File: config.mk
export PLATFORM = sky130hd
export DESIGN_NAME = mdio_mgmt_master
export DESIGN_NICKNAME = d
export VERILOG_FILES = /design/src/rtl/mdio_mgmt_pkg.sv /design/src/rtl/mdio_mdc_gen.sv /design/src/rtl/mdio_frame_seq.sv /design/src/rtl/mdio_csr_regs.sv /design/src/rtl/mdio_mgmt_master.sv
export SDC_FILE = /design/constraint.sdc
export NUM_CORES = 1
export LEC_CHECK = 0
export ABC_AREA = 1
export BUFFER_PORTS_ARGS = -buffer_cell sky130_fd_sc_hd__buf_4
export CORE_MARGIN = 4
export CORE_UTILIZATION = 45
export DETAILED_ROUTE_END_ITERATION = 8
export PLACE_DENSITY = 0.67
export SYNTH_ARGS = -nofsm -noshare
export SYNTH_HDL_FRONTEND = slang
export SYNTH_SLANG_ARGS = --single-unit
File: constraint.sdc
create_clock -name clk -period 1.5 [get_ports clk]
set_input_delay 0.225 -clock clk [delete_from_list [all_inputs] [get_ports clk]]
set_output_delay 0.225 -clock clk [all_outputs]
set_load 0.02 [all_outputs]
File: src/rtl/mdio_mgmt_pkg.sv
// Package: shared constants and types for the MDIO management master.
// Assumes clause 22 framing only; field widths are fixed by the frame format.
package mdio_mgmt_pkg;
    localparam int PHY_AW     = 5;
    localparam int REG_AW     = 5;
    localparam int DATA_W     = 16;
    localparam int PRE_BITS   = 32;
    localparam int HDR_BITS   = PRE_BITS + 4 + PHY_AW + REG_AW;
    localparam int FRAME_BITS = HDR_BITS + 2 + DATA_W;
    localparam int IDX_W      = $clog2(FRAME_BITS + 1);

    // register word indices
    localparam int IDX_TARGET = 0;
    localparam int IDX_WDATA  = 1;
    localparam int IDX_RDATA  = 2;
    localparam int IDX_CTRL   = 3;

    // bit positions inside the target and control words
    localparam int TGT_PHY_LSB = 8;
    localparam int TGT_OP_BIT  = 16;
    localparam int CTRL_GO_BIT = 0;
    localparam int CTRL_EN_BIT = 1;

    typedef struct packed {
        logic              rd;
        logic [PHY_AW-1:0] phy;
        logic [REG_AW-1:0] regn;
    } mdio_cmd_t;
endpackage

File: src/rtl/mdio_mdc_gen.sv
// Module: management clock generator.
// Produces mdc from clk while run is high, with DIV_HALF clk cycles per
// phase, and gives one-cycle strobes in the cycle before each mdc edge.
// Assumes run drops in the same cycle as the last falling strobe, so mdc
// always rests low.
module mdio_mdc_gen #(
    parameter int DIV_HALF = 10
) (
    input  logic clk,
    input  logic rst_n,
    input  logic run,
    output logic mdc,
    output logic rise_stb,
    output logic fall_stb
);
    localparam int CNT_W = (DIV_HALF > 1) ? $clog2(DIV_HALF) : 1;
    localparam logic [CNT_W-1:0] CNT_LAST = CNT_W'(DIV_HALF - 1);

    logic [CNT_W-1:0] cnt_q;
    logic             mdc_q;
    logic             wrap;

    assign wrap = run && (cnt_q == CNT_LAST);

    // phase counter: counts clk cycles within one mdc half period
    always_ff @(posedge clk) begin
        if (!rst_n) begin
            cnt_q <= '0;
        end else if (!run || wrap) begin
            cnt_q <= '0;
        end else begin
            cnt_q <= cnt_q + 1'b1;
        end
    end

    // clock level: toggles at the end of each half period, rests low
    always_ff @(posedge clk) begin
        if (!rst_n) begin
            mdc_q <= 1'b0;
        end else if (!run) begin
            mdc_q <= 1'b0;
        end else if (wrap) begin
            mdc_q <= ~mdc_q;
        end
    end

    assign mdc      = mdc_q;
    assign rise_stb = wrap && !mdc_q;
    assign fall_stb = wrap && mdc_q;
endmodule

File: src/rtl/mdio_frame_seq.sv
// Module: management frame sequencer.
// Loads a 64-bit frame image on start and shifts one bit per mdc falling
// strobe. For reads it releases the pin from the turnaround onwards and
// samples data on rising strobes. Assumes start is only honoured when idle.
module mdio_frame_seq
    import mdio_mgmt_pkg::*;
(
    input  logic              clk,
    input  logic              rst_n,
    input  logic              start,
    input  mdio_cmd_t         cmd,
    input  logic [DATA_W-1:0] wr_data,
    input  logic              rise_stb,
    input  logic              fall_stb,
    input  logic              mdio_i,
    output logic              busy,
    output logic              mdio_o,
    output logic              mdio_oe,
    output logic [DATA_W-1:0] rd_data
);
    localparam logic [IDX_W-1:0] IDX_LAST = IDX_W'(FRAME_BITS - 1);
    localparam logic [IDX_W-1:0] IDX_TA   = IDX_W'(HDR_BITS);
    localparam logic [IDX_W-1:0] IDX_DATA = IDX_W'(HDR_BITS + 2);

    logic                  busy_q;
    logic                  rd_q;
    logic [IDX_W-1:0]      idx_q;
    logic [IDX_W-1:0]      nxt_idx;
    logic [FRAME_BITS-1:0] frame_d;
    logic [FRAME_BITS-1:0] shreg_q;
    logic                  out_q;
    logic                  oe_q;
    logic [DATA_W-1:0]     cap_q;
    logic [DATA_W-1:0]     rdata_q;
    logic                  launch;
    logic                  last;

    assign launch  = start && !busy_q;
    assign last    = (idx_q == IDX_LAST);
    assign nxt_idx = idx_q + 1'b1;

    // frame image: preamble, start, opcode, addresses, turnaround, data
    always_comb begin
        frame_d = {{PRE_BITS{1'b1}}, 2'b01,
                   (cmd.rd ? 2'b10 : 2'b01),
                   cmd.phy, cmd.regn,
                   (cmd.rd ? 2'b11 : 2'b10),
                   (cmd.rd ? {DATA_W{1'b1}} : wr_data)};
    end

    // frame control: busy flag, bit index and direction of the frame
    always_ff @(posedge clk) begin
        if (!rst_n) begin
            busy_q <= 1'b0;
            idx_q  <= '0;
            rd_q   <= 1'b0;
        end else if (launch) begin
            busy_q <= 1'b1;
            idx_q  <= '0;
            rd_q   <= cmd.rd;
        end else if (busy_q && fall_stb) begin
            if (last) begin
                busy_q <= 1'b0;
            end else begin
                idx_q <= nxt_idx;
            end
        end
    end

    // pin driver: presents the next frame bit after each falling strobe
    always_ff @(posedge clk) begin
        if (!rst_n) begin
            shreg_q <= '0;
            out_q   <= 1'b0;
            oe_q    <= 1'b0;
        end else if (launch) begin
            shreg_q <= frame_d;
            out_q   <= frame_d[FRAME_BITS-1];
            oe_q    <= 1'b1;
        end else if (busy_q && fall_stb) begin
            if (last) begin
                out_q <= 1'b0;
                oe_q  <= 1'b0;
            end else begin
                shreg_q <= shreg_q << 1;
                out_q   <= shreg_q[FRAME_BITS-2];
                oe_q    <= !rd_q || (nxt_idx < IDX_TA);
            end
        end
    end

    // read capture: shifts in data bits, publishes them at frame end
    always_ff @(posedge clk) begin
        if (!rst_n) begin
            cap_q   <= '0;
            rdata_q <= '0;
        end else begin
            if (launch) begin
                cap_q <= '0;
            end else if (busy_q && rise_stb && rd_q && (idx_q >= IDX_DATA)) begin
                cap_q <= {cap_q[DATA_W-2:0], mdio_i};
            end
            if (busy_q && fall_stb && last && rd_q) begin
                rdata_q <= cap_q;
            end
        end
    end

    assign busy    = busy_q;
    assign mdio_o  = out_q;
    assign mdio_oe = oe_q;
    assign rd_data = rdata_q;

    // master is off the pin from the turnaround to the end of a read
    p_release_read_r5: assert property (@(posedge clk) disable iff (!rst_n)
        (busy_q && rd_q && (idx_q >= IDX_TA)) |-> !oe_q);

    // read data register holds its value while a frame is in flight
    p_rdata_hold_r6: assert property (@(posedge clk) disable iff (!rst_n)
        (busy_q && $past(busy_q)) |-> $stable(rdata_q));

    // pin released whenever no frame is active
    p_idle_release_r7: assert property (@(posedge clk) disable iff (!rst_n)
        !busy_q |-> !oe_q);

    // bit index never passes the end of the frame
    p_idx_range_r3: assert property (@(posedge clk) disable iff (!rst_n)
        busy_q |-> (idx_q <= IDX_LAST));
endmodule

File: src/rtl/mdio_csr_regs.sv
// Module: register front end for the management master.
// Holds the target and write-data words and the enable bit, returns
// combinational read data, and issues a start pulse on an accepted go.
// Assumes CSR_DW is at least 17 so every field fits in one word.
module mdio_csr_regs
    import mdio_mgmt_pkg::*;
#(
    parameter int CSR_AW = 2,
    parameter int CSR_DW = 32
) (
    input  logic              clk,
    input  logic              rst_n,
    input  logic              csr_we,
    input  logic [CSR_AW-1:0] csr_addr,
    input  logic [CSR_DW-1:0] csr_wdata,
    output logic [CSR_DW-1:0] csr_rdata,
    input  logic              busy,
    input  logic [DATA_W-1:0] rd_data,
    output mdio_cmd_t         cmd,
    output logic [DATA_W-1:0] wr_data,
    output logic              start
);
    localparam logic [CSR_AW-1:0] A_TARGET = CSR_AW'(IDX_TARGET);
    localparam logic [CSR_AW-1:0] A_WDATA  = CSR_AW'(IDX_WDATA);
    localparam logic [CSR_AW-1:0] A_RDATA  = CSR_AW'(IDX_RDATA);
    localparam logic [CSR_AW-1:0] A_CTRL   = CSR_AW'(IDX_CTRL);

    mdio_cmd_t         cmd_q;
    logic [DATA_W-1:0] wr_q;
    logic              en_q;
    logic              ctrl_wr;
    logic              unused_wbits;

    assign ctrl_wr      = csr_we && (csr_addr == A_CTRL) && !busy;
    assign start        = ctrl_wr && csr_wdata[CTRL_EN_BIT] && csr_wdata[CTRL_GO_BIT];
    assign unused_wbits = ^csr_wdata;

    // target word: register number, PHY address and direction
    always_ff @(posedge clk) begin
        if (!rst_n) begin
            cmd_q <= '0;
        end else if (csr_we && (csr_addr == A_TARGET)) begin
            cmd_q.regn <= csr_wdata[REG_AW-1:0];
            cmd_q.phy  <= csr_wdata[TGT_PHY_LSB +: PHY_AW];
            cmd_q.rd   <= csr_wdata[TGT_OP_BIT];
        end
    end

    // write-data word
    always_ff @(posedge clk) begin
        if (!rst_n) begin
            wr_q <= '0;
        end else if (csr_we && (csr_addr == A_WDATA)) begin
            wr_q <= csr_wdata[DATA_W-1:0];
        end
    end

    // interface enable, only writable while idle
    always_ff @(posedge clk) begin
        if (!rst_n) begin
            en_q <= 1'b0;
        end else if (ctrl_wr) begin
            en_q <= csr_wdata[CTRL_EN_BIT];
        end
    end

    // read mux over the four words
    always_comb begin
        csr_rdata = '0;
        if (csr_addr == A_TARGET) begin
            csr_rdata[REG_AW-1:0]               = cmd_q.regn;
            csr_rdata[TGT_PHY_LSB +: PHY_AW]    = cmd_q.phy;
            csr_rdata[TGT_OP_BIT]               = cmd_q.rd;
        end else if (csr_addr == A_WDATA) begin
            csr_rdata[DATA_W-1:0] = wr_q;
        end else if (csr_addr == A_RDATA) begin
            csr_rdata[DATA_W-1:0] = rd_data;
        end else if (csr_addr == A_CTRL) begin
            csr_rdata[CTRL_GO_BIT] = busy;
            csr_rdata[CTRL_EN_BIT] = en_q;
        end
    end

    assign cmd     = cmd_q;
    assign wr_data = wr_q;

    // a frame only begins with the interface enabled
    p_go_needs_en_r2: assert property (@(posedge clk) disable iff (!rst_n)
        $rose(busy) |-> en_q);

    // enable bit is frozen while a frame runs
    p_ctrl_frozen_r9: assert property (@(posedge clk) disable iff (!rst_n)
        busy |=> $stable(en_q));
endmodule

File: src/rtl/mdio_mgmt_master.sv
// Module: MDIO management master top.
// Joins the register front end, the mdc generator and the frame
// sequencer. The pad tristate is built outside from mdio_o and mdio_oe.
// Assumes DIV_HALF is chosen so clk / (2*DIV_HALF) is within the PHY limit.
module mdio_mgmt_master
    import mdio_mgmt_pkg::*;
#(
    parameter int DIV_HALF = 10,
    parameter int CSR_AW   = 2,
    parameter int CSR_DW   = 32
) (
    input  logic              clk,
    input  logic              rst_n,
    input  logic              csr_we,
    input  logic [CSR_AW-1:0] csr_addr,
    input  logic [CSR_DW-1:0] csr_wdata,
    output logic [CSR_DW-1:0] csr_rdata,
    output logic              mdc,
    input  logic              mdio_i,
    output logic              mdio_o,
    output logic              mdio_oe
);
    mdio_cmd_t         cmd;
    logic [DATA_W-1:0] wr_data;
    logic [DATA_W-1:0] rd_data;
    logic              start;
    logic              busy;
    logic              rise_stb;
    logic              fall_stb;

    mdio_csr_regs #(
        .CSR_AW (CSR_AW),
        .CSR_DW (CSR_DW)
    ) u_csr (
        .clk       (clk),
        .rst_n     (rst_n),
        .csr_we    (csr_we),
        .csr_addr  (csr_addr),
        .csr_wdata (csr_wdata),
        .csr_rdata (csr_rdata),
        .busy      (busy),
        .rd_data   (rd_data),
        .cmd       (cmd),
        .wr_data   (wr_data),
        .start     (start)
    );

    mdio_mdc_gen #(
        .DIV_HALF (DIV_HALF)
    ) u_mdc (
        .clk      (clk),
        .rst_n    (rst_n),
        .run      (busy),
        .mdc      (mdc),
        .rise_stb (rise_stb),
        .fall_stb (fall_stb)
    );

    mdio_frame_seq u_seq (
        .clk      (clk),
        .rst_n    (rst_n),
        .start    (start),
        .cmd      (cmd),
        .wr_data  (wr_data),
        .rise_stb (rise_stb),
        .fall_stb (fall_stb),
        .mdio_i   (mdio_i),
        .busy     (busy),
        .mdio_o   (mdio_o),
        .mdio_oe  (mdio_oe),
        .rd_data  (rd_data)
    );

    // clock rests low outside a frame
    p_mdc_idle_r7: assert property (@(posedge clk) disable iff (!rst_n)
        !busy |-> !mdc);

    // pin value and enable never move while mdc is high
    p_pin_stable_r8: assert property (@(posedge clk) disable iff (!rst_n)
        mdc |-> ($stable(mdio_o) && $stable(mdio_oe)));
endmodule

# Word-level counts from Yosys, hierarchy flattened
# Index checks and enable logic that the tools add are counted.
[classes]
add_sub_neg = 2
mul = 0
div_mod_pow = 0
n_lt_le_gt_ge = 2
n_eq_ne = 6
shifts = 0
muxes = 24
n_bitwise = 3
reduce_logical = 30
[op_table]
columns = ["cell", "n"]
rows = [
  ["63-bit two-way mux", 3],
  ["16-bit two-way mux", 2],
  ["1-bit logical AND", 16],
  ["14-bit two-way mux", 1],
  ["1-bit two-way mux", 11],
  ["5-bit two-way mux", 2],
  ["2-bit AND reduction", 4],
  ["7-bit by 1-bit adder with 7-bit output (second input constant)", 1],
  ["7-bit by 6-bit equality test with 1-bit output (second input constant)", 1],
  ["7-bit by 6-bit greater-or-equal comparator with 1-bit output (second input constant)", 1],
  ["7-bit by 6-bit < comparator with 1-bit output (second input constant)", 1],
  ["2-bit two-way mux", 3],
  ["3-bit two-way mux", 2],
  ["4-bit by 1-bit adder with 4-bit output (second input constant)", 1],
  ["2-bit equality test (second input constant)", 2],
  ["4-bit equality test (second input constant)", 1],
  ["2-bit nonzero test", 2],
  ["2-bit OR reduction", 2],
  ["1-bit logical NOT", 3],
  ["1-bit NOT", 3],
  ["2-bit by 1-bit equality test with 1-bit output (second input constant)", 1],
  ["2-bit logical NOT", 1],
  ["1-bit logical OR", 2],
  ["2-bit by 1-bit != test with 1-bit output (second input constant)", 1],
]
[word_totals]
reg_bits = 139
latch_bits = 0
mem_bits_rw = 0
rom_bits = 0
out_inout_bits = 35
mem_count = 0

# Depth between registers and ports, before layout
[logic_depth]
ltp_word = 8
ltp_mapped = 10
mapped_depth_nobuf = 10

# Hierarchy
# Synthesis repeated with hierarchy kept, for this count alone.
[hier_totals]
cells_unflattened = 791
area_unflattened_um2 = 5831.8
[by_module_without_submodules]
columns = ["mod", "n_inst", "cells_per_inst", "area_each_um2"]
rows = [
  ["mdio_frame_seq", 1, 543, 4154.0],
  ["mdio_csr_regs", 1, 219, 1440.1],
  ["mdio_mdc_gen", 1, 29, 237.7],
]

# Worst setup path before layout
# No wires, ideal clock.
[synth_path]
path_type = "reg2reg"
from = "register u_seq.idx_q[0]"
to = "register u_seq.rdata_q[1], in the netlist u_seq.rd_data[1]"
arrival_time_ps = 1523
path_slack_ps = -140
path_stages_with_launch = 10
path_buffers = 1
path_cell_list = "dfxtp_1 > ha_1 > nand3_2 > nor2_2 > nand2_2 > nor2_4 > nand2_4 > buf_6 > o21ai_1 > a21oi_1"
[synth_via]
elab_chain_cells = 3
[synth_rtl]
columns = ["item", "line", "rtl"]
rows = [
  ["start, declared", "mdio_frame_seq.sv:27", "logic [IDX_W-1:0] idx_q;"],
  ["start signal, assigned", "mdio_frame_seq.sv:65", "idx_q <= nxt_idx;"],
  ["7-bit by 6-bit equality test with 1-bit output", "mdio_frame_seq.sv:39", "assign last = (idx_q == IDX_LAST);"],
  ["1-bit logical AND (2 in series)", "mdio_frame_seq.sv:103", "if (busy_q && fall_stb && last && rd_q) begin"],
  ["end signal, assigned", "mdio_frame_seq.sv:104", "rdata_q <= cap_q;"],
  ["end, declared", "mdio_frame_seq.sv:34", "logic [DATA_W-1:0] rdata_q;"],
]
# Every way passes these cells.
# A chain may end at the register's enable or synchronous reset.

# Worst setup path in the final report
[layout_path]
from = "register u_mdc.cnt_q[1]"
to = "register u_seq.shreg_q[26]"
[layout_via]
elab_chain_cells = 6
[layout_rtl]
columns = ["item", "line", "rtl"]
rows = [
  ["start, declared", "mdio_mdc_gen.sv:19", "logic [CNT_W-1:0] cnt_q;"],
  ["start signal, assigned", "mdio_mdc_gen.sv:32", "cnt_q <= cnt_q + 1'b1;"],
  ["4-bit equality test", "mdio_mdc_gen.sv:23", "assign wrap = run && (cnt_q == CNT_LAST);"],
  ["1-bit logical AND", "mdio_mdc_gen.sv:23", ""],
  ["1-bit logical AND", "mdio_mdc_gen.sv:49", "assign fall_stb = wrap && mdc_q;"],
  ["1-bit logical AND", "mdio_frame_seq.sv:80", "end else if (busy_q && fall_stb) begin"],
  ["2-bit nonzero test (no source line)", "--", ""],
  ["2-bit AND reduction (no source line)", "--", ""],
  ["end signal, assigned", "mdio_frame_seq.sv:77", "shreg_q <= frame_d;"],
  ["end signal, assigned", "mdio_frame_seq.sv:85", "shreg_q <= shreg_q << 1;"],
  ["end, declared", "mdio_frame_seq.sv:30", "logic [FRAME_BITS-1:0] shreg_q;"],
]
# Every way passes these cells.

==> metrics <==
largest net degree at the start of global routing 62; die extent in y 120 um; DR pass1 iterations 6; Die Width 120 um; Layout area overhead 42.4%; cts bufs inserted 17; DIE AREA 0.0143 mm^2; violated checks setup timing; Sink Count 139; clk_lat worst skew 0.43 ns; I/O Pins 73; CP Capture Type flop; Arrival @ worst endpoint 1.97 ns; Worst setup SP type flop; Final Power 9.21 mW; total core area 0.0121 mm^2; Ys Warns 0; power density cells 1150 mW/mm^2; Hold Startpoint csr_wdata[12]; FF+latch count, synth 139; ANT cells 0; placed cell areas 0.00643 mm^2; Via density 5.36; Crit Path Max Fanout 8; CTS tree yes; most frequent cells in the layout dfxtp_1, a21oi_1, buf_4; Post-Syn Area per Cell 8.21 um^2; # DRC 0; CP startpoint u_mdc.cnt_q[1]$_SDFF_PP0_; critical path data required time 1.84 ns; Max-Cap Viols 0; number of buffers inserted by port buffering 42; initial detailed-routing violation count 402; vias post-DR 5158; gr usage total 0.211; row count 40; grt ovf 0; CTS root buf clkbuf_16; HPWL Detailed 9020 um; vias in the first global route 5056; Peak Freq 0.613 GHz; Routability Congestion 0.854; Post-Syn Area 0.00561 mm^2; number of distinct library cells after synthesis 37; sequential share of the synthesized area 0.496; max incr delay on CP 0.33 ns; most common cell after layout, fill and taps aside dfxtp_1; Buf/Inv on CP 3; RSZ-0062 raised after global routing true; synth top area cells dfxtp_1, a21oi_1, o21ai_0; global-route wire length before repair 24400 um; layout cells sized above 1 0.334; initial antenna violation count 0; Final nets 823; Design Area, Final 0.00798 mm^2; worst-path cell chain inv_2 > ha_4 > nand3_4 > nor3_4 > buf_6 > nand2_8 > nand2_8 > buf_6 > nor2_2 > a211oi_2; wire per inst 16.3 um; Reg2Reg Launch Point u_mdc.cnt_q[1]$_SDFF_PP0_; Yosys top cell by area dfxtp_1; leak pwr 3.03 nW; Top delay family on crit path simple AND/OR/NAND/NOR gates; Initial Utilization 0.463; Fin. Hold Viols 0; Worst Clk Skew 0.00657 ns; top cell type's share of synthesized area 0.496; fin worst setup slack -0.131 ns; Tmin final 1.63 ns; status complete, but fails checks; VDD IR-drop max 1.04 mV; H-tree depth 4; # setup viols final 84; setup TNS -5.93 ns; post-synthesis cell count 683; Routed Antenna Nets 0; Clock Pin Slew Worst Setup and Hold Paths 0.06 ns; CTS Buffer Depth 2; DRT Wirelength 15700 um; Slew Viols, Final 0; Final Cycle Share 1.09; critical path type flop to flop; crit path max-delay cell type dfxtp_2; worst min-delay path category primary input to flop
[registers in the layout, summed over array words and instances, names as in the netlist, 4 cells and up]
signal / cells
u_seq.shreg_q: 63
u_seq.rd_data: 16
u_csr.cmd: 11
u_seq.idx_q: 7
u_seq.cap_q: 16
u_csr.wr_data: 16
u_mdc.cnt_q: 4
[metrics by stage]
step / util / std cells / hold WS (ns) / setup slack, ns
finish: 0.659 / 962 / 0.0554 / -0.131
global route: 0.659 / 962 / 0.0536 / -0.209
CTS: 0.640 / 956 / 0.0573 / -0.101
global placement: 0.531 / 907 / 0.434 / -0.0650
floorplan: - / 697 / 0.360 / -0.0878
detailed placement: 0.531 / 907 / 0.446 / -0.0986
[layout make-up]
cell class	instances	area, um^2
clock inverter	13	239
timing repair buffer	117	1170
fill	962	4130
sequential	139	2800
inverter	82	332
multi-input combinational	424	2780
clock buffer	19	453
tap	168	210
[cell usage after synthesis]
| master | n |
|---|---|
| a211oi_1 | 4 |
| a211oi_2 | 1 |
| a21oi_1 | 122 |
| a31oi_1 | 1 |
| a32oi_1 | 1 |
| buf_1 | 1 |
| buf_2 | 14 |
| buf_4 | 17 |
| buf_6 | 2 |
| clkbuf_1 | 21 |
| clkinv_1 | 3 |
| conb_1 | 1 |
| dfxtp_1 | 139 |
| ha_1 | 4 |
| inv_1 | 74 |
| inv_2 | 5 |
| nand2_1 | 73 |
| nand2_2 | 2 |
| nand2_4 | 3 |
| nand3_1 | 19 |
| nand3_2 | 3 |
| nand4_1 | 2 |
| nor2_1 | 38 |
| nor2_2 | 1 |
| nor2_4 | 1 |
| nor3_1 | 2 |
| nor3_2 | 1 |
| nor3_4 | 1 |
| o2111ai_1 | 1 |
| o21ai_0 | 77 |
| o21ai_1 | 5 |
| o221a_2 | 20 |
| o221ai_1 | 15 |
| o22ai_1 | 6 |
| or2_2 | 1 |
| xnor2_1 | 1 |
| xor2_1 | 1 |
[what timing repair did]
item | in CTS | in global routing
gates cloned | 7 | 3
gates resized for setup | 104 | 59
setup buffers | 10 | 5
hold buffers | 0 | 0
hold endpoints to repair | 0 | 0
pin swaps | 17 | 21
endpoints found under the setup margin | 104 | 110
[worst paths after layout]
check | endpoint | slack (ns) | depth (start not counted)
setup reg to reg | u_seq.shreg_q[26]$_SDFFE_PN0P_ | -0.13 | 10
hold / removal | u_csr.cmd[9]$_SDFFE_PN0P_ | 0.06 | 3
hold reg to reg | u_seq.shreg_q[14]$_SDFFE_PN0P_ | 0.46 | 2
setup / recovery | u_seq.shreg_q[26]$_SDFFE_PN0P_ | -0.13 | 10
[report_power, final]
part           internal, mW  switching [mW]  leakage, nW  total [mW]
registers              3.76          0.0421         1.13        3.80
clock network          3.22            1.64        0.330        4.86
logic                 0.215           0.328         1.57       0.543
[logic make-up after synthesis]
logic type | synth area share
AOI/OAI and AO/OA | 0.264
xor gates and xnor gates | 0.00312
adders and majority gates | 0.00893
buffers and inverters | 0.109
DFF | 0.496
other | 0.000669
and+or+nand+nor | 0.118
[worst register-to-register path, stage by stage (launching register included)]
cell,delay [ns]
dfxtp_2,0.33
inv_2,0.06
ha_4,0.13
nand3_4,0.08
nor3_4,0.12
buf_6,0.16
nand2_8,0.12
nand2_8,0.16
buf_6,0.16
nor2_2,0.05
a211oi_2,0.19
[routing by layer]
metal / GRT usage / routed length, um
met1: 0.251 / 6450
met2: 0.364 / 8160
met3: 0.0594 / 715
met4: 0.0752 / 328
met5: 0 / 0
Power figures use the tool's default switching activity.
